### src/rtl/sc_xcvr_pkg.sv
`timescale 1ns/1ps
package sc_xcvr_pkg;

  localparam int CHAR_BITS  = 8;
  localparam int FRAME_BITS = CHAR_BITS + 2;   // start + data + parity
  localparam int SLOT_COUNT = FRAME_BITS + 2;  // plus nak window and guard
  localparam int SLOT_W     = $clog2(SLOT_COUNT);

  typedef enum logic [1:0] {
    TX_IDLE,
    TX_BITS,
    TX_WATCH
  } tx_state_e;

  typedef enum logic [2:0] {
    RX_IDLE,
    RX_START,
    RX_DATA,
    RX_TAIL,
    RX_FLAG
  } rx_state_e;

  // parity bit that makes data plus parity an even count of ones
  function automatic logic even_fill(input logic [CHAR_BITS-1:0] d);
    return ^d;
  endfunction

endpackage

### src/rtl/sc_line_sync.sv
`timescale 1ns/1ps
module sc_line_sync #(
  parameter int   STAGES    = 2,
  parameter logic RESET_VAL = 1'b1
) (
  input  logic clk,
  input  logic rst,
  input  logic din,
  output logic dout
);

  logic [STAGES-1:0] q;

  always_ff @(posedge clk) begin
    if (rst) q <= {STAGES{RESET_VAL}};
    else     q <= {q[STAGES-2:0], din};
  end

  assign dout = q[STAGES-1];

endmodule

### src/rtl/sc_etu_count.sv
`timescale 1ns/1ps
module sc_etu_count #(
  parameter int ETU_CYCLES = 372
) (
  input  logic clk,
  input  logic rst,
  input  logic clear,
  output logic at_half,
  output logic at_end
);

  localparam int HALF  = ETU_CYCLES / 2;
  localparam int CNT_W = $clog2(ETU_CYCLES);

  logic [CNT_W-1:0] cnt;

  assign at_half = (cnt == CNT_W'(HALF - 1));
  assign at_end  = (cnt == CNT_W'(ETU_CYCLES - 1));

  always_ff @(posedge clk) begin
    if (rst || clear) cnt <= '0;
    else if (at_end)  cnt <= '0;
    else              cnt <= cnt + 1'b1;
  end

endmodule

### src/rtl/sc_tx_engine.sv
`timescale 1ns/1ps
module sc_tx_engine
  import sc_xcvr_pkg::*;
#(
  parameter int ETU_CYCLES = 372,
  parameter int RETRY_W    = 3
) (
  input  logic                 clk,
  input  logic                 rst,
  input  logic                 mode_t1,
  input  logic [RETRY_W-1:0]   retry_max,
  input  logic                 req_valid,
  input  logic [CHAR_BITS-1:0] req_data,
  output logic                 req_ready,
  input  logic                 line_s,
  input  logic                 rx_busy,
  output logic                 busy,
  output logic                 drv,
  output logic                 fail
);

  localparam logic [SLOT_W-1:0] LAST_BIT  = SLOT_W'(FRAME_BITS - 1);
  localparam logic [SLOT_W-1:0] NAK_SLOT  = SLOT_W'(FRAME_BITS);
  localparam logic [SLOT_W-1:0] LAST_SLOT = SLOT_W'(SLOT_COUNT - 1);

  tx_state_e              st;
  logic [CHAR_BITS-1:0]   hold;
  logic [FRAME_BITS-1:0]  sh;
  logic [SLOT_W-1:0]      slot;
  logic [RETRY_W-1:0]     tries;
  logic                   nak;
  logic                   at_half, at_end;
  logic                   accept;

  assign req_ready = (st == TX_IDLE) && !rx_busy;
  assign accept    = req_ready && req_valid;
  assign busy      = (st != TX_IDLE);

  sc_etu_count #(.ETU_CYCLES(ETU_CYCLES)) u_etu (
    .clk     (clk),
    .rst     (rst),
    .clear   (st == TX_IDLE),
    .at_half (at_half),
    .at_end  (at_end)
  );

  always_ff @(posedge clk) begin
    if (rst) begin
      st    <= TX_IDLE;
      hold  <= '0;
      sh    <= '0;
      slot  <= '0;
      tries <= '0;
      nak   <= 1'b0;
      drv   <= 1'b0;
      fail  <= 1'b0;
    end else begin
      case (st)
        TX_IDLE: begin
          if (accept) begin
            hold  <= req_data;
            sh    <= {even_fill(req_data), req_data, 1'b0};
            drv   <= 1'b1;
            slot  <= '0;
            tries <= '0;
            nak   <= 1'b0;
            st    <= TX_BITS;
          end
        end
        TX_BITS: begin
          if (at_end) begin
            slot <= slot + 1'b1;
            if (slot == LAST_BIT) begin
              drv <= 1'b0;
              st  <= TX_WATCH;
            end else begin
              sh  <= sh >> 1;
              drv <= ~sh[1];
            end
          end
        end
        TX_WATCH: begin
          if (slot == NAK_SLOT && at_half && !mode_t1)
            nak <= ~line_s;
          if (at_end) begin
            if (slot != LAST_SLOT) begin
              slot <= slot + 1'b1;
            end else if (!nak) begin
              st <= TX_IDLE;
            end else if (tries == retry_max) begin
              fail <= 1'b1;
              st   <= TX_IDLE;
            end else begin
              tries <= tries + 1'b1;
              sh    <= {even_fill(hold), hold, 1'b0};
              drv   <= 1'b1;
              slot  <= '0;
              nak   <= 1'b0;
              st    <= TX_BITS;
            end
          end
        end
        default: st <= TX_IDLE;
      endcase
    end
  end

endmodule

### src/rtl/sc_rx_engine.sv
`timescale 1ns/1ps
module sc_rx_engine
  import sc_xcvr_pkg::*;
#(
  parameter int ETU_CYCLES = 372
) (
  input  logic                 clk,
  input  logic                 rst,
  input  logic                 mode_t1,
  input  logic                 enable,
  input  logic                 line_s,
  output logic                 busy,
  output logic                 drv,
  output logic                 valid,
  output logic [CHAR_BITS-1:0] data,
  output logic                 perr
);

  localparam int BIT_W = $clog2(CHAR_BITS + 1);
  localparam logic [BIT_W-1:0] PAR_IDX = BIT_W'(CHAR_BITS);

  rx_state_e            st;
  logic [BIT_W-1:0]     bidx;
  logic [CHAR_BITS:0]   sh;
  logic [CHAR_BITS:0]   nxt;
  logic                 bad;
  logic                 at_half, at_end;
  logic                 clr;

  assign nxt  = {line_s, sh[CHAR_BITS:1]};
  assign busy = (st != RX_IDLE);
  assign clr  = (st == RX_IDLE) ||
                (st == RX_START && at_half) ||
                (st == RX_TAIL  && at_half);

  sc_etu_count #(.ETU_CYCLES(ETU_CYCLES)) u_etu (
    .clk     (clk),
    .rst     (rst),
    .clear   (clr),
    .at_half (at_half),
    .at_end  (at_end)
  );

  always_ff @(posedge clk) begin
    if (rst) begin
      st    <= RX_IDLE;
      bidx  <= '0;
      sh    <= '0;
      bad   <= 1'b0;
      drv   <= 1'b0;
      valid <= 1'b0;
      data  <= '0;
      perr  <= 1'b0;
    end else begin
      valid <= 1'b0;
      case (st)
        RX_IDLE: begin
          if (enable && !line_s) st <= RX_START;
        end
        RX_START: begin
          if (at_half) begin
            if (line_s) begin
              st <= RX_IDLE;
            end else begin
              bidx <= '0;
              st   <= RX_DATA;
            end
          end
        end
        RX_DATA: begin
          if (at_end) begin
            sh <= nxt;
            if (bidx == PAR_IDX) begin
              bad <= ^nxt;
              if (^nxt) begin
                perr <= 1'b1;
              end else begin
                valid <= 1'b1;
                data  <= nxt[CHAR_BITS-1:0];
              end
              st <= RX_TAIL;
            end else begin
              bidx <= bidx + 1'b1;
            end
          end
        end
        RX_TAIL: begin
          if (at_half) begin
            if (bad && !mode_t1) begin
              drv <= 1'b1;
              st  <= RX_FLAG;
            end else begin
              st <= RX_IDLE;
            end
          end
        end
        RX_FLAG: begin
          if (at_end) begin
            drv <= 1'b0;
            st  <= RX_IDLE;
          end
        end
        default: st <= RX_IDLE;
      endcase
    end
  end

endmodule

### src/rtl/sc_char_xcvr.sv
`timescale 1ns/1ps
module sc_char_xcvr
  import sc_xcvr_pkg::*;
#(
  parameter int ETU_CYCLES  = 372,
  parameter int RETRY_W     = 3,
  parameter int SYNC_STAGES = 2
) (
  input  logic                 clk,
  input  logic                 rst,
  input  logic                 mode_t1,
  input  logic [RETRY_W-1:0]   retry_max,
  input  logic                 tx_valid,
  input  logic [CHAR_BITS-1:0] tx_data,
  output logic                 tx_ready,
  output logic                 rx_valid,
  output logic [CHAR_BITS-1:0] rx_data,
  output logic                 rx_parity_err,
  output logic                 tx_error,
  input  logic                 io_in,
  output logic                 io_oe
);

  logic line_s;
  logic tx_busy, rx_busy;
  logic tx_oe, rx_oe;

  sc_line_sync #(.STAGES(SYNC_STAGES), .RESET_VAL(1'b1)) u_sync (
    .clk  (clk),
    .rst  (rst),
    .din  (io_in),
    .dout (line_s)
  );

  sc_tx_engine #(.ETU_CYCLES(ETU_CYCLES), .RETRY_W(RETRY_W)) u_tx (
    .clk       (clk),
    .rst       (rst),
    .mode_t1   (mode_t1),
    .retry_max (retry_max),
    .req_valid (tx_valid),
    .req_data  (tx_data),
    .req_ready (tx_ready),
    .line_s    (line_s),
    .rx_busy   (rx_busy),
    .busy      (tx_busy),
    .drv       (tx_oe),
    .fail      (tx_error)
  );

  sc_rx_engine #(.ETU_CYCLES(ETU_CYCLES)) u_rx (
    .clk     (clk),
    .rst     (rst),
    .mode_t1 (mode_t1),
    .enable  (!tx_busy),
    .line_s  (line_s),
    .busy    (rx_busy),
    .drv     (rx_oe),
    .valid   (rx_valid),
    .data    (rx_data),
    .perr    (rx_parity_err)
  );

  assign io_oe = tx_oe | rx_oe;

endmodule

### config.mk
export PLATFORM = sky130hd
export DESIGN_NAME = sc_char_xcvr
export DESIGN_NICKNAME = d
export VERILOG_FILES = /design/src/rtl/sc_xcvr_pkg.sv /design/src/rtl/sc_line_sync.sv /design/src/rtl/sc_etu_count.sv /design/src/rtl/sc_tx_engine.sv /design/src/rtl/sc_rx_engine.sv /design/src/rtl/sc_char_xcvr.sv
export SDC_FILE = /design/constraint.sdc
export NUM_CORES = 1
export LEC_CHECK = 0
export ABC_AREA = 1
export BUFFER_PORTS_ARGS = -buffer_cell sky130_fd_sc_hd__buf_2
export CAP_MARGIN = 0
export CORE_AREA = 4 4 89 91
export CTS_BUF_LIST = sky130_fd_sc_hd__clkbuf_4 sky130_fd_sc_hd__clkbuf_8 sky130_fd_sc_hd__clkbuf_16
export CTS_CLUSTER_SIZE = 8
export DETAILED_ROUTE_END_ITERATION = 10
export DIE_AREA = 0 0 93 95
export PLACE_DENSITY = 0.8
export SLEW_MARGIN = 40
export SYNTH_ARGS = -nofsm -noshare
export SYNTH_HDL_FRONTEND = slang
export SYNTH_SLANG_ARGS = --single-unit
### constraint.sdc
create_clock -name clk -period 2.1 [get_ports clk]
set_input_delay 0.21 -clock clk [delete_from_list [all_inputs] [get_ports clk]]
set_output_delay 0.21 -clock clk [all_outputs]
set_load 0.05 [all_outputs]
==> run_results.csv, run 1 <==
group,metric,value,unit
status,status,"finished, final reports clean",
global_route,grt.busiest_layer,"met2",
sta,rsz0062_at_grt,"no",
worst_setup_path,cp_max_fo,17,
floorplan,start_util,59.4,%
synth,yosysSeqAreaShare,35.9,%
synth,synth_area_leaders,"dfxtp_1 (36%), nand2_1 (15%), inv_1 (7.1%)",
global_route,grtUsageMet1,25.0,%
sta,setup_viol,0,
final_layout,layout.nets,700,
worst_setup_path,path_class,"flop to flop",
detailed_routing,drtIter0Drc,212,
synth,yosys_warnings,0,
floorplan,io_pins,29,
floorplan,dieArea,0.00884,mm2
clock_network,path_clk_slew,0.09,ns
global_route,antenna_found_initial,0,
hold_path,worstHoldPathType,"input pin to flop",
synth,async_reset_ff_share,0,%
final_layout,post-route-util,66.6,%
sta,tns,0,ns
synth,ys.flop_type,"dfxtp_1",
detailed_routing,vias,3993,
clock_network,cts_setup_buffers,0,
synth,synthesis.nets,669,
clock_network,cts.path.max_buffers,2,
floorplan,rows,31,
final_layout,drive_above_1_share,11.3,%
sta,worst_pin_slew,0.473,ns
global_route,grt_pass1_vias,3670,
detailed_routing,route.antenna.remaining_nets,0,
clock_network,cts_resized,0,
floorplan,core,0.00714,mm2
worst_setup_path,required,2.35,ns
clock_network,numCtsBuffers,9,
power_and_ir_drop,p_per_area,1100,mW/mm2
synth,synth_commonest_cells,"nand2_1 (173), inv_1 (80), nor2_1 (77), dfxtp_1 (76), a21oi_1 (49)",
clock_network,clock-sinks,76,
run,max_cap_viol_count,0,
floorplan,die_x,93,um
global_route,gr-usage-all-layers,21.0,%
sta,min_period,1.88,ns
synth,yosys.area.top_type,"dfxtp_1",
worst_setup_path,cp-start-kind,"flop",
synth,synth_top_area_share,35.9,%
synth,syn_inst,638,
power_and_ir_drop,peakVddDrop,0.616,mV
clock_network,root_buffer,"clkbuf_8",
synth,ys_seq_elements,76,
synth,ys_types,35,
placed_design,pre_cts_ws,0.196,ns
sta,fmax,531,MHz
final_layout,area_delta_synth_final,12.1,%
sta,whs,0.0557,ns
clock_network,clkLatencyLatePin,0.35,ns
sta,hold_viol_final,0,
detailed_routing,drc_errors,0,
synth,synth_most_common_cell,"nand2_1",
worst_setup_path,path_delay_family,"buffers and inverters",
global_route,gr-usage-met3,2.79,%
synth,syn_area_per_cell,6.65,um2
worst_setup_path,critical_path.max_stage_delay,0.40,ns
placed_design,gp_congestion,0.860,
placed_design,dp_hpwl,6.60,mm
placed_design,portBuffers,28,
power_and_ir_drop,leakage,2.14,nW
worst_setup_path,cp_common_cell,"nor2_1",
clock_network,htree_levels,3,
global_route,grt_max_degree,24,
global_route,grt_pass1_wl,15.2,mm
global_route,met2_usage,38.0,%
worst_setup_path,r2r_setup_slack,0.22,ns
worst_setup_path,crit_chain,"inv_1, ha_1, clkinv_1, a21oi_1, a22oi_1, nor2_1, nor2_1",
worst_setup_path,worst_ep_arrival_time,2.14,ns
worst_setup_path,worstSetupEndpointType,"flop",
global_route,gr-total-overflow,0,
detailed_routing,vias_per_cell,5.17,
clock_network,ctsHoldBuffers,0,
final_layout,diodes,0,
detailed_routing,routed_wirelength,8.80,mm
sta,final_max_slew_viol_count,0,
worst_setup_path,path_buf_inv,2,
detailed_routing,drt_first_pass_iters,5,
synth,synth_edf_count,0,
sta,period_share,89.7,%
detailed_routing,post_drt_wl_per_cell,11.4,um
worst_setup_path,cp_slowest_cell,"dfxtp_1",
sta,setup_ws,0.217,ns
floorplan,die_h,95,um
sta,fin_skew,0.0107,ns
clock_network,cts_tree,"done",
synth,syn_area,0.00424,mm2
sta,max-slew-margin-rel,68.4,%
-- final timing paths --
| kind | start | endpoint | cells past startpoint |
|---|---|---|---|
| min reg2reg | u_sync.q[0] | u_sync.q[1] | 1 |
| min | io_in | u_sync.q[0] | 2 |
| max reg2reg | u_tx.st[0] | u_tx.sh[8] | 7 |
| max | u_tx.st[0] | u_tx.sh[8] | 7 |
-- power breakdown --
| part | total (W) | leakage, nW | switching, W | internal, W |
|---|---|---|---|---|
| clock | 0.00149 | 0.134 | 0.000569 | 0.000920 |
| sequential | 0.00182 | 0.618 | 0.000177 | 0.00164 |
| combinational | 0.00190 | 1.39 | 0.00126 | 0.000640 |
| total | 0.00521 | 2.14 | 0.00201 | 0.00320 |
-- cell families after synthesis --
| kind of cell | Yosys count | share of synthesized area, % |
|---|---|---|
| buffers and inverters | 95 | 8.67 |
| AO/OA/AOI/OAI | 87 | 11.1 |
| AND/OR/NAND/NOR | 346 | 36.0 |
| XOR/XNOR | 19 | 3.92 |
| adder cells (fa/ha/maj) | 15 | 4.42 |
| flip-flops | 76 | 35.9 |
-- metal layers --
layer  share of wire [%]  vias up  wire length [um]
li1                    -     2092                 -
met4                 1.9        0               170
met3                 2.9       18               252
met1                  45     1808              3970
met2                  50       75              4400
met5                   0        -                 0
-- stage by stage --
step                instances  instance area [um2]  total power, W
floorplan                 638                 4240         0.00337
global placement          757                 4490         0.00366
detailed placement        757                 4490         0.00374
CTS                       773                 4760         0.00523
global route              773                 4760         0.00559
finish                    773                 4760         0.00521
-- area by class of cell --
cell class / count / area (um2)
Fill cell: 647 / 2380
Inverter: 82 / 308
Multi-Input combinational cell: 467 / 2350
Timing Repair Buffer: 33 / 178
Clock buffer: 9 / 124
Tap cell: 99 / 124
Clock inverter: 7 / 146
Sequential cell: 76 / 1520
-- flip-flops by register name, summed over array words and instances (netlist names), 3 cells and up --
| name | flops |
|---|---|
| u_rx.bidx | 4 |
| u_tx.sh | 9 |
| u_tx.slot | 4 |
| u_rx.st | 3 |
| u_tx.hold | 8 |
| u_tx.u_etu.cnt | 9 |
| u_rx.u_etu.cnt | 9 |
| u_rx.sh | 8 |
| u_rx.data | 8 |
| u_tx.tries | 3 |
-- cells in the final DEF (no fill, tap or decap), types with 13 or more instances in the layout --
master,count
dfxtp_1,76
a21oi_1,49
inv_1,80
buf_2,28
nor2_1,76
nand3_1,46
o21ai_0,24
nand4_1,14
nand2_1,173
ha_1,15
xor2_1,13
No activity file was read; power rests on OpenSTA's default activity.
==> run 2: changes to the inputs <==
- ABC_AREA: 1 -> 0
- CORE_AREA: 4 4 89 91 -> 4 4 86 88
- DIE_AREA: 0 0 93 95 -> 0 0 90 92
- GPL_ROUTABILITY_DRIVEN: default -> 0
- MAX_ROUTING_LAYER: default -> met4
- PLACE_DENSITY: 0.8 -> 0.79
==> run_results.csv, run 2 <==
group,metric,value,unit
sta,hold_viol_final,0,
final_layout,diodes,0,
floorplan,die_h,92,um
final_layout,stdcell_count,578,
power_and_ir_drop,peakVddDrop,0.633,mV
global_route,grt_max_degree,33,
detailed_routing,vias,3415,
synth,syn_inst,444,
worst_setup_path,cp_max_fo,8,
floorplan,rows,30,
power_and_ir_drop,switchingPower,0.00165,W
synth,synth_top_area_share,39.2,%
synth,synth_most_common_cell,"dfxtp_1",
synth,ys_types,61,
synth,synth_edf_count,0,
power_and_ir_drop,sw_frac_of_total,36.6,%
clock_network,htree_levels,3,
sta,worst_pin_slew,0.535,ns
global_route,gr-usage-all-layers,22.9,%
final_layout,most-common-layout-cells,"dfxtp_1 (74), nor2_1 (42), nand2_1 (40)",
clock_network,cts.path.max_buffers,2,
power_and_ir_drop,p_int,0.00286,W
placed_design,dp_hpwl,6.26,mm
final_layout,final_common_cell,"dfxtp_1",
floorplan,core,0.00664,mm2
hold_path,worstHoldPathType,"input pin to flop",
sta,period_share,94.9,%
clock_network,numCtsBuffers,9,
power_and_ir_drop,p_per_area,1000,mW/mm2
final_layout,area_delta_synth_final,16.2,%
clock_network,clock-sinks,76,
sta,max-slew-margin-rel,63.8,%
detailed_routing,drc_errors,0,
hold_path,min_from,"io_in",
final_layout,layout.nets,524,
floorplan,start_util,58.5,%
synth,syn_area,0.00388,mm2
floorplan,dieArea,0.00828,mm2
status,status,"finished, final reports clean",
clock_network,clkLatencyLatePin,0.36,ns
floorplan,die_x,90,um
worst_setup_path,rr_worst_depth,6,
detailed_routing,drtIter0Drc,196,
sta,fin_skew,0.00995,ns
sta,final_max_slew_viol_count,0,
worst_setup_path,r2r-start,"u_tx.u_etu.cnt[3]",
clock_network,root_buffer,"clkbuf_8",
worst_setup_path,path_class,"flop to flop",
detailed_routing,route.antenna.remaining_nets,0,
power_and_ir_drop,pwr-share-clk,26.0,%
synth,synthesis.nets,475,
sta,fmax,502,MHz
synth,yosys_warnings,0,
synth,syn_area_per_cell,8.75,um2
floorplan,io_pins,29,
detailed_routing,post_drt_wl_per_cell,15.4,um
worst_setup_path,r2r_setup_slack,0.11,ns
final_layout,nFillCells,525,
final_layout,drive_above_1_share,19.9,%
synth,yosysSeqAreaShare,39.2,%
final_layout,post-route-util,67.9,%
power_and_ir_drop,combinationalPowerShare,35.7,%
worst_setup_path,required,2.34,ns
synth,async_reset_ff_share,0,%
worst_setup_path,worst_ep_arrival_time,2.24,ns
power_and_ir_drop,seq_power_share,38.3,%
clock_network,cts_tree,"done",
placed_design,portBuffers,28,
global_route,grt_pass1_vias,3287,
sta,min_period,1.99,ns
synth,ys_seq_elements,76,
worst_setup_path,worstSetupEndpointType,"flop",
worst_setup_path,r2r_end,"u_tx.sh[4]",
global_route,antenna_found_initial,0,
sta,setup_ws,0.106,ns
global_route,grt_pass1_wl,15.0,mm
final_layout,reg_top3,"u_rx.u_etu.cnt x9, u_tx.sh x9, u_tx.u_etu.cnt x9",
detailed_routing,routed_wirelength,8.93,mm
hold_path,whs_path_depth,2,
synth,synth_commonest_cells,"dfxtp_1 (76), nor2_1 (42), nand2_1 (40), a21oi_1 (33), xnor2_1 (24)",
synth,synth_area_leaders,"dfxtp_1 (39%), xnor2_1 (5.4%), ha_1 (4.8%)",
worst_setup_path,cp-start-kind,"flop",
placed_design,pre_cts_ws,0.0780,ns
detailed_routing,vias_per_cell,5.91,
sta,setup_viol,0,
global_route,gr-total-overflow,0,
run,max_cap_viol_count,0,
synth,ys.flop_type,"dfxtp_1",
clock_network,path_clk_slew,0.09,ns
placed_design,dp.cells,559,
power_and_ir_drop,leakage,1.74,nW
clock_network,ctsHoldBuffers,0,
hold_path,min_to,"u_sync.q[0]",
detailed_routing,drt_first_pass_iters,4,
synth,yosys.area.top_type,"dfxtp_1",
[run 2: what timing repair did]
action,CTS,global route
setup buffers,0,2
setup endpoints to repair,0,17
resized for setup,0,12
[run 2: layer usage]
layer | share of wire (%) | global-route usage, % | up-vias | wire [um]
li1 | - | - | 1683 | -
met5 | 0 | - | - | 0
met2 | 49 | 36.5 | 81 | 4350
met1 | 45 | 28.0 | 1633 | 4020
met4 | 2.5 | 12.5 | 0 | 226
met3 | 3.7 | 3.53 | 18 | 333
[run 2: cells by family (layout without fill, tap and decap cells)]
group / after synthesis / in the layout / share of synthesized area, %
and+or+nand+nor: 160 / 160 / 21.4
AOI/OAI and AO/OA: 105 / 105 / 18.7
DFF: 76 / 76 / 39.2
xor gates and xnor gates: 38 / 38 / 8.92
buffers and inverters: 38 / 92 / 3.86
adders and majority gates: 15 / 15 / 4.83
muxes: 12 / 12 / 3.12
[run 2: power by group through the flow]
stage	registers [W]	clock network, W	logic (W)
floorplan	0.00172	0	0.00110
global placement	0.00175	0	0.00146
detailed placement	0.00176	0	0.00151
CTS	0.00172	0.00120	0.00152
global route	0.00175	0.00125	0.00178
finish	0.00173	0.00117	0.00161
[run 2: layout make-up]
class	instances	area [um2]	area share, %
clock buffer	9	124	2.74
tap	80	100	2.22
multi-input combinational	330	2260	50.1
timing repair buffer	57	355	7.87
sequential	76	1520	33.8
clock inverter	7	80.1	1.77
inverter	19	71.3	1.58
[run 2: critical path: stages (launching register included)]
cell and delay (ns):
dfxtp_1 0.39, nor4b_4 0.37, a31oi_2 0.23, a2111o_1 0.45, buf_4 0.17, o21ai_0 0.18, a21oi_1 0.10
[run 2: per-stage QoR]
| step | cell area, um2 | total power (W) | TNS [ns] | hold WS (ns) |
|---|---|---|---|---|
| floorplan | 3880 | 0.00282 | 0 | 0.314 |
| global placement | 4240 | 0.00321 | 0 | 0.397 |
| detailed placement | 4240 | 0.00327 | 0 | 0.397 |
| CTS | 4450 | 0.00445 | 0 | 0.0178 |
| global route | 4510 | 0.00478 | -0.000129 | 0.0239 |
| finish | 4510 | 0.00452 | 0 | 0.0336 |
[run 2: how the worst max path moves through the flow]
stage                            from             to  slack, ns  depth (start not counted)
floorplan                  u_tx.st[0]     u_tx.sh[9]       0.09                          8
global placement    u_tx.u_etu.cnt[3]  u_tx.tries[0]       0.16                          5
detailed placement         u_tx.st[0]   u_tx.slot[2]       0.08                          7
CTS                        u_tx.st[0]   u_tx.slot[2]       0.05                          7
global route             u_tx.slot[0]     u_tx.sh[7]    -0.0001                          7
finish              u_tx.u_etu.cnt[3]     u_tx.sh[4]       0.11                          6
